**config.mk**
```make
export PLATFORM = sky130hd
export DESIGN_NAME = swack_resource_ctrl
export DESIGN_NICKNAME = d
export VERILOG_FILES = /design/src/rtl/swack_pkg.sv /design/src/rtl/swack_ctl_reg.sv /design/src/rtl/swack_slot.sv /design/src/rtl/swack_reply_arb.sv /design/src/rtl/swack_resource_ctrl.sv
export SDC_FILE = /design/constraint.sdc
export NUM_CORES = 1
export LEC_CHECK = 0
export BUFFER_PORTS_ARGS = -buffer_cell sky130_fd_sc_hd__buf_2
export CELL_PAD_IN_SITES_DETAIL_PLACEMENT = 1
export CELL_PAD_IN_SITES_GLOBAL_PLACEMENT = 1
export CORE_UTILIZATION = 50
export CTS_CLUSTER_SIZE = 12
export DETAILED_ROUTE_END_ITERATION = 7
export PLACE_DENSITY = 0.9
export SYNTH_ARGS = -nofsm -noshare
export SYNTH_HDL_FRONTEND = slang
export SYNTH_SLANG_ARGS = --single-unit
```
**constraint.sdc**
```tcl
create_clock -name clk -period 4.7 [get_ports clk]
set_input_delay 0.705 -clock clk [delete_from_list [all_inputs] [get_ports clk]]
set_output_delay 0.705 -clock clk [all_outputs]
set_load 0.005 [all_outputs]
```
**src/rtl/swack_pkg.sv**
```systemverilog
package swack_pkg;
    typedef enum logic [1:0] {
        RS_FREE    = 2'd0,
        RS_HELD    = 2'd1,
        RS_EXPIRED = 2'd2
    } res_state_e;

    typedef enum logic {
        RP_IDLE = 1'b0,
        RP_SEND = 1'b1
    } rsp_state_e;

    // control word layout; select and timebase positions are behavioural
    localparam int CTL_SEL_W   = 3;
    localparam int CTL_TB_BIT  = 3;
    localparam int CTL_PER_LSB = 4;
    localparam int PER_W       = 4;
    localparam int CTL_EN_BIT  = 8;
    localparam int CTL_W       = 9;
    localparam logic [CTL_SEL_W-1:0] SEL_ALL = 3'd7;
endpackage

```
**src/rtl/swack_ctl_reg.sv**
```systemverilog
module swack_ctl_reg
    import swack_pkg::*;
#(
    parameter int N        = 8,
    parameter int PRESCALE = 4
) (
    input  logic             clk,
    input  logic             rst_n,
    input  logic             ctl_we,
    input  logic [CTL_W-1:0] ctl_wdata,
    output logic             tick,
    output logic             mode_en,
    output logic [PER_W-1:0] period,
    output logic [N-1:0]     force_vec
);
    localparam int PRESC_W = (PRESCALE > 1) ? $clog2(PRESCALE) : 1;

    logic [PRESC_W-1:0]   presc_q;
    logic                 tb_q;
    logic                 en_q;
    logic [PER_W-1:0]     per_q;
    logic                 flip;
    logic [CTL_SEL_W-1:0] sel;

    assign tick    = (presc_q == PRESC_W'(PRESCALE - 1));
    assign mode_en = en_q;
    assign period  = per_q;
    assign sel     = ctl_wdata[CTL_SEL_W-1:0];
    assign flip    = ctl_we && en_q && (ctl_wdata[CTL_TB_BIT] != tb_q);

    always_ff @(posedge clk or negedge rst_n) begin
        if (!rst_n) begin
            presc_q <= '0;
            tb_q    <= 1'b0;
            en_q    <= 1'b0;
            per_q   <= '0;
        end else begin
            presc_q <= tick ? '0 : presc_q + 1'b1;
            if (ctl_we) begin
                if (!en_q) begin
                    per_q <= ctl_wdata[CTL_PER_LSB +: PER_W];
                end
                en_q <= ctl_wdata[CTL_EN_BIT];
                tb_q <= ctl_wdata[CTL_TB_BIT];
            end
        end
    end

    for (genvar r = 0; r < N; r++) begin : g_force
        assign force_vec[r] = flip && ((sel == SEL_ALL) || (sel == CTL_SEL_W'(r)));
    end
endmodule

```
**src/rtl/swack_slot.sv**
```systemverilog
module swack_slot
    import swack_pkg::*;
(
    input  logic             clk,
    input  logic             rst_n,
    input  logic             tick,
    input  logic             mode_en,
    input  logic [PER_W-1:0] period,
    input  logic             force_to,
    input  logic             alloc,
    input  logic             clr_pend,
    input  logic             clr_to,
    input  logic             taken,
    output logic             held,
    output logic             expired,
    output logic             owed,
    output logic             owed_err
);
    res_state_e       st_q, st_d;
    logic [PER_W-1:0] cnt_q, cnt_d;
    logic             owed_q, owed_d;
    logic             err_q, err_d;
    logic             expire_now;

    assign expire_now = tick && mode_en && (period != '0) &&
                        (({1'b0, cnt_q} + (PER_W+1)'(1)) >= {1'b0, period});

    always_comb begin
        st_d   = st_q;
        cnt_d  = cnt_q;
        owed_d = owed_q && !taken;
        err_d  = err_q;
        unique case (st_q)
            RS_FREE: begin
                if (alloc) begin
                    st_d  = RS_HELD;
                    cnt_d = '0;
                end
            end
            RS_HELD: begin
                if (clr_pend) begin
                    st_d   = RS_FREE;
                    owed_d = 1'b1;
                    err_d  = 1'b0;
                end else if (force_to || expire_now) begin
                    st_d   = RS_EXPIRED;
                    owed_d = 1'b1;
                    err_d  = 1'b1;
                end else if (tick && (cnt_q != '1)) begin
                    cnt_d = cnt_q + 1'b1;
                end
            end
            RS_EXPIRED: begin
                if (clr_to) begin
                    st_d = RS_FREE;
                end
            end
            default: st_d = RS_FREE;
        endcase
    end

    always_ff @(posedge clk or negedge rst_n) begin
        if (!rst_n) begin
            st_q   <= RS_FREE;
            cnt_q  <= '0;
            owed_q <= 1'b0;
            err_q  <= 1'b0;
        end else begin
            st_q   <= st_d;
            cnt_q  <= cnt_d;
            owed_q <= owed_d;
            err_q  <= err_d;
        end
    end

    assign held     = (st_q == RS_HELD);
    assign expired  = (st_q == RS_EXPIRED);
    assign owed     = owed_q;
    assign owed_err = err_q;
endmodule

```
**src/rtl/swack_reply_arb.sv**
```systemverilog
module swack_reply_arb
    import swack_pkg::*;
#(
    parameter int N     = 8,
    parameter int IDX_W = 3
) (
    input  logic             clk,
    input  logic             rst_n,
    input  logic [N-1:0]     owed,
    input  logic [N-1:0]     owed_err,
    input  logic             rsp_ready,
    output logic             rsp_valid,
    output logic [IDX_W-1:0] rsp_idx,
    output logic             rsp_err,
    output logic [N-1:0]     take,
    output logic [N-1:0]     inflight
);
    rsp_state_e       st_q, st_d;
    logic [IDX_W-1:0] pick;
    logic [IDX_W-1:0] idx_q;
    logic             err_q;
    logic             grant;

    always_comb begin
        pick = '0;
        for (int r = N - 1; r >= 0; r--) begin
            if (owed[r]) begin
                pick = IDX_W'(r);
            end
        end
    end

    always_comb begin
        st_d = st_q;
        unique case (st_q)
            RP_IDLE: if (|owed)     st_d = RP_SEND;
            RP_SEND: if (rsp_ready) st_d = RP_IDLE;
            default: st_d = RP_IDLE;
        endcase
    end

    assign grant = (st_q == RP_IDLE) && (|owed);

    always_ff @(posedge clk or negedge rst_n) begin
        if (!rst_n) begin
            st_q  <= RP_IDLE;
            idx_q <= '0;
            err_q <= 1'b0;
        end else begin
            st_q <= st_d;
            if (grant) begin
                idx_q <= pick;
                err_q <= owed_err[pick];
            end
        end
    end

    for (genvar r = 0; r < N; r++) begin : g_sel
        assign take[r]     = grant && (pick == IDX_W'(r));
        assign inflight[r] = (st_q == RP_SEND) && (idx_q == IDX_W'(r));
    end

    assign rsp_valid = (st_q == RP_SEND);
    assign rsp_idx   = idx_q;
    assign rsp_err   = err_q;
endmodule

```
**src/rtl/swack_resource_ctrl.sv**
```systemverilog
module swack_resource_ctrl
    import swack_pkg::*;
#(
    parameter int  N        = 8,
    parameter int  PRESCALE = 4,
    localparam int IDX_W    = (N > 1) ? $clog2(N) : 1
) (
    input  logic             clk,
    input  logic             rst_n,
    input  logic             msg_valid,
    output logic             msg_ready,
    output logic [IDX_W-1:0] alloc_idx,
    input  logic             ctl_we,
    input  logic [CTL_W-1:0] ctl_wdata,
    input  logic             clr_we,
    input  logic [2*N-1:0]   clr_wdata,
    output logic [2*N-1:0]   status,
    output logic             rsp_valid,
    input  logic             rsp_ready,
    output logic [IDX_W-1:0] rsp_idx,
    output logic             rsp_err
);
    logic             tick;
    logic             mode_en;
    logic [PER_W-1:0] period;
    logic [N-1:0]     force_vec;
    logic [N-1:0]     held, expired, owed, owed_err;
    logic [N-1:0]     take, inflight, busy;
    logic             accept;

    swack_ctl_reg #(.N(N), .PRESCALE(PRESCALE)) u_ctl (
        .clk       (clk),
        .rst_n     (rst_n),
        .ctl_we    (ctl_we),
        .ctl_wdata (ctl_wdata),
        .tick      (tick),
        .mode_en   (mode_en),
        .period    (period),
        .force_vec (force_vec)
    );

    assign busy = held | expired | owed | inflight;

    always_comb begin
        alloc_idx = '0;
        for (int r = N - 1; r >= 0; r--) begin
            if (!busy[r]) begin
                alloc_idx = IDX_W'(r);
            end
        end
    end

    assign msg_ready = |(~busy);
    assign accept    = msg_valid && msg_ready;

    for (genvar r = 0; r < N; r++) begin : g_slot
        swack_slot u_slot (
            .clk      (clk),
            .rst_n    (rst_n),
            .tick     (tick),
            .mode_en  (mode_en),
            .period   (period),
            .force_to (force_vec[r]),
            .alloc    (accept && (alloc_idx == IDX_W'(r))),
            .clr_pend (clr_we && clr_wdata[r]),
            .clr_to   (clr_we && clr_wdata[N+r]),
            .taken    (take[r]),
            .held     (held[r]),
            .expired  (expired[r]),
            .owed     (owed[r]),
            .owed_err (owed_err[r])
        );
    end

    assign status = {expired, held};

    swack_reply_arb #(.N(N), .IDX_W(IDX_W)) u_arb (
        .clk       (clk),
        .rst_n     (rst_n),
        .owed      (owed),
        .owed_err  (owed_err),
        .rsp_ready (rsp_ready),
        .rsp_valid (rsp_valid),
        .rsp_idx   (rsp_idx),
        .rsp_err   (rsp_err),
        .take      (take),
        .inflight  (inflight)
    );
endmodule

```
==> qor.yml <==
route:
  drc_errors: 6
  wl_per_cell_um: 21.5
  antenna_left: 0
  firstDrtPassIters: 7
  vias: 5613
  drt-total-wl_um: 18800
  avgViaCountPerCell: 6.41
  initialDrtViolationCount: 394
timing:
  finalCriticalPeriod_ns: 3.23
  worst_hold_slack_ns: 0.433
  finalHoldViolCount: 0
  max_slew_margin_pct: 26.8
  setup-tns-final_ns: 0
  fmax_mhz: 309
  report.final.slew_viol_count: 0
  tightest_slew_ns: 1.09
  min_period_over_period_pct: 68.8
  rsz0062_at_grt: "no"
  fin_skew_ns: 0.00825
  setup_violations: 0
yosys:
  synthArstFlopShare_pct: 100
  syn-num-nets: 789
  syn_inst: 693
  ys_types: 73
  avgSynthCellArea_um2: 8.64
  synth_ff_type: "dfrtp_1"
  post-synth-top-area-cell: "dfrtp_1"
  synth_area_leaders: "dfrtp_1 (32%), ha_1 (14%), nand2_1 (5.1%), o21ai_0 (3.7%), a21oi_1 (3.5%)"
  synth_edf_count: 0
  ys_ff_latch: 77
  synth_top_area_share_pct: 32.2
  ys_seq_area_share_pct: 32.2
  synth_warnings: 0
  mappedNetlistArea_mm2: 0.00599
global_routing:
  antenna_found_initial: 0
  grtUsageTotal_pct: 31.6
  grt_start_max_net_pins: 78
  grt_pass1_vias: 6065
  grt_pass1_wl_um: 30800
  overflow: 0
cells_and_area:
  nNetsFinal: 824
  final_cell_area_mm2: 0.00660
  nFillCells: 1384
  final_cell_mix: "nand2_1 (82), dfrtp_1 (77), ha_1 (65)"
  postLayoutCoreUtil_pct: 57.1
  syn_to_final_growth_pct: 10.2
  diodes: 0
  layout_commonest_cell: "nand2_1"
  drive_gt1_share_pct: 12.8
clock_network:
  post_cts_resized: 0
  postCtsSetupBuffers: 0
  cts_tree: "yes"
  cts_hold_repair.buffers: 0
  cts.sinks: 77
  clk_path_buf_depth: 2
  clk_latency_ns: 0.36
  root_buffer: "clkbuf_16"
  cts_made_buffers: 9
  cts.htree.levels: 3
  clk_pin_slew_ns: 0.06
critical_path:
  crit_type: "flop to output pin"
  arrival_ns: 2.53
  path_max_fanout: 3
  rr_worst_depth: 10
  regToRegEndpoint: "g_slot[4].u_slot.cnt_q[3]"
  reg2reg_from: "g_slot[4].u_slot.cnt_q[2]"
  cp.required_ns: 3.99
  cp-start-kind: "flop"
  end_kind: "output pin"
  r2r_setup_slack_ns: 1.52
floorplanning:
  rows: 39
  dieArea_mm2: 0.0124
  die_y_um: 111
  core_mm2: 0.0116
  start_util_pct: 51.8
  fp.dieW_um: 111
  pin_count: 56
placement:
  place_area_mm2: 0.00627
  dpl.hpwl_um: 14000
  io_buffers: 55
  routabilityCongestion: 0.893
power_and_ir_drop:
  ir_drop_mv: 0.252
  p_total_w: 0.00363
  powerDensity_mw_per_mm2: 550
  p_leak_nw: 3.32
hold_path:
  hp-start: "u_ctl.presc_q[0]"
  hold_end: "u_ctl.presc_q[0]"
  min_path_cells: 1
  min_path_type: "flop to flop"
outcome:
  status: "finished, violations left"
  violations: "design-rule violations"
flow_run:
  cap_violations: 0
sequential cells by signal, indices dropped and copies added, names as in the netlist:
register / flops
u_ctl.mode_en: 1
g_slot.u_slot.owed: 8
g_slot.u_slot.st_q: 16
u_ctl.presc_q: 2
u_ctl.tb_q: 1
u_arb.rsp_valid: 1
u_arb.rsp_idx: 3
u_ctl.period: 4
u_arb.rsp_err: 1
g_slot.u_slot.owed_err: 8
g_slot.u_slot.cnt_q: 32
cells in the mapped netlist (5+ instances only):
cell type and n:
a211oi_1 5, a21oi_1 42, a221o_1 5, a22o_1 7, a31oi_1 16, a41oi_1 5, and2_1 8, and3_1 10
buf_4 16, clkbuf_1 14, dfrtp_1 77, ha_1 65, inv_1 52, mux2i_1 12, nand2_1 82, nand2b_1 13
nand3_1 33, nand4_1 6, nor2_1 43, nor2b_1 7, o21ai_0 44, o221ai_1 5, o31ai_1 5, xnor2_1 9
xor2_1 14
worst max path at each step:
stage / from / end / slack, ns / cells past startpoint
2_1_floorplan: g_slot[4].u_slot.cnt_q[2] / g_slot[4].u_slot.cnt_q[1] / 2.02 / 11
3_3_place_gp: g_slot[4].u_slot.cnt_q[2] / g_slot[4].u_slot.cnt_q[1] / 1.92 / 9
3_5_place_dp: g_slot[4].u_slot.cnt_q[2] / g_slot[4].u_slot.cnt_q[3] / 1.62 / 10
4_1_cts: g_slot[6].u_slot.st_q[0] / alloc_idx[0] / 1.50 / 7
5_1_grt: g_slot[4].u_slot.cnt_q[2] / g_slot[4].u_slot.cnt_q[1] / 1.36 / 10
6_report: g_slot[6].u_slot.st_q[0] / alloc_idx[0] / 1.47 / 7
through the flow:
stage               cells  setup WS (ns)
floorplan             693           2.02
finish                876           1.47
global route          876           1.36
CTS                   876           1.50
global placement      860           1.92
detailed placement    860           1.62
worst max-delay path, stage by stage, from the launching register on:
cell and delay [ns]:
dfrtp_1 0.38, inv_1 0.09, ha_1 0.29, or2_2 0.31, o211a_1 0.29, o221ai_1 0.47, a21oi_1 0.20, buf_2 0.16
report_power, final:
part,switching [W],internal (W),total (W)
sequential,0.000236,0.000824,0.00106
clock,0.000302,0.000493,0.000795
combinational,0.00109,0.000682,0.00177
layout make-up:
cell class	count	area (um2)	share of cell area, %
clock buffer	12	256	3.89
sequential	77	1930	29.2
multi-input combinational	532	3690	55.9
tap	143	179	2.71
inverter	52	195	2.96
clock inverter	4	70.1	1.06
timing repair buffer	56	285	4.32
logic make-up (layout without fill, tap and decap cells):
| group | after synthesis | count (layout) | share of synthesized area (%) |
|---|---|---|---|
| multiplexers | 16 | 16 | 2.76 |
| AND/OR/NAND/NOR | 241 | 241 | 20.6 |
| XOR/XNOR | 23 | 23 | 3.36 |
| flip-flops | 77 | 77 | 32.2 |
| adder cells (fa/ha/maj) | 65 | 65 | 13.6 |
| AO/OA/AOI/OAI | 187 | 187 | 21.2 |
| buffers and inverters | 84 | 124 | 6.31 |
per-layer routing:
metal  vias up  global-route usage, %  wire, um
met4         0                   19.4       871
met5         -                      0         0
li1       2574                      -         -
met1      2806                   36.6      7660
met2       167                   54.9      9340
met3        66                   5.28       928
Power figures use the tool's default switching activity.
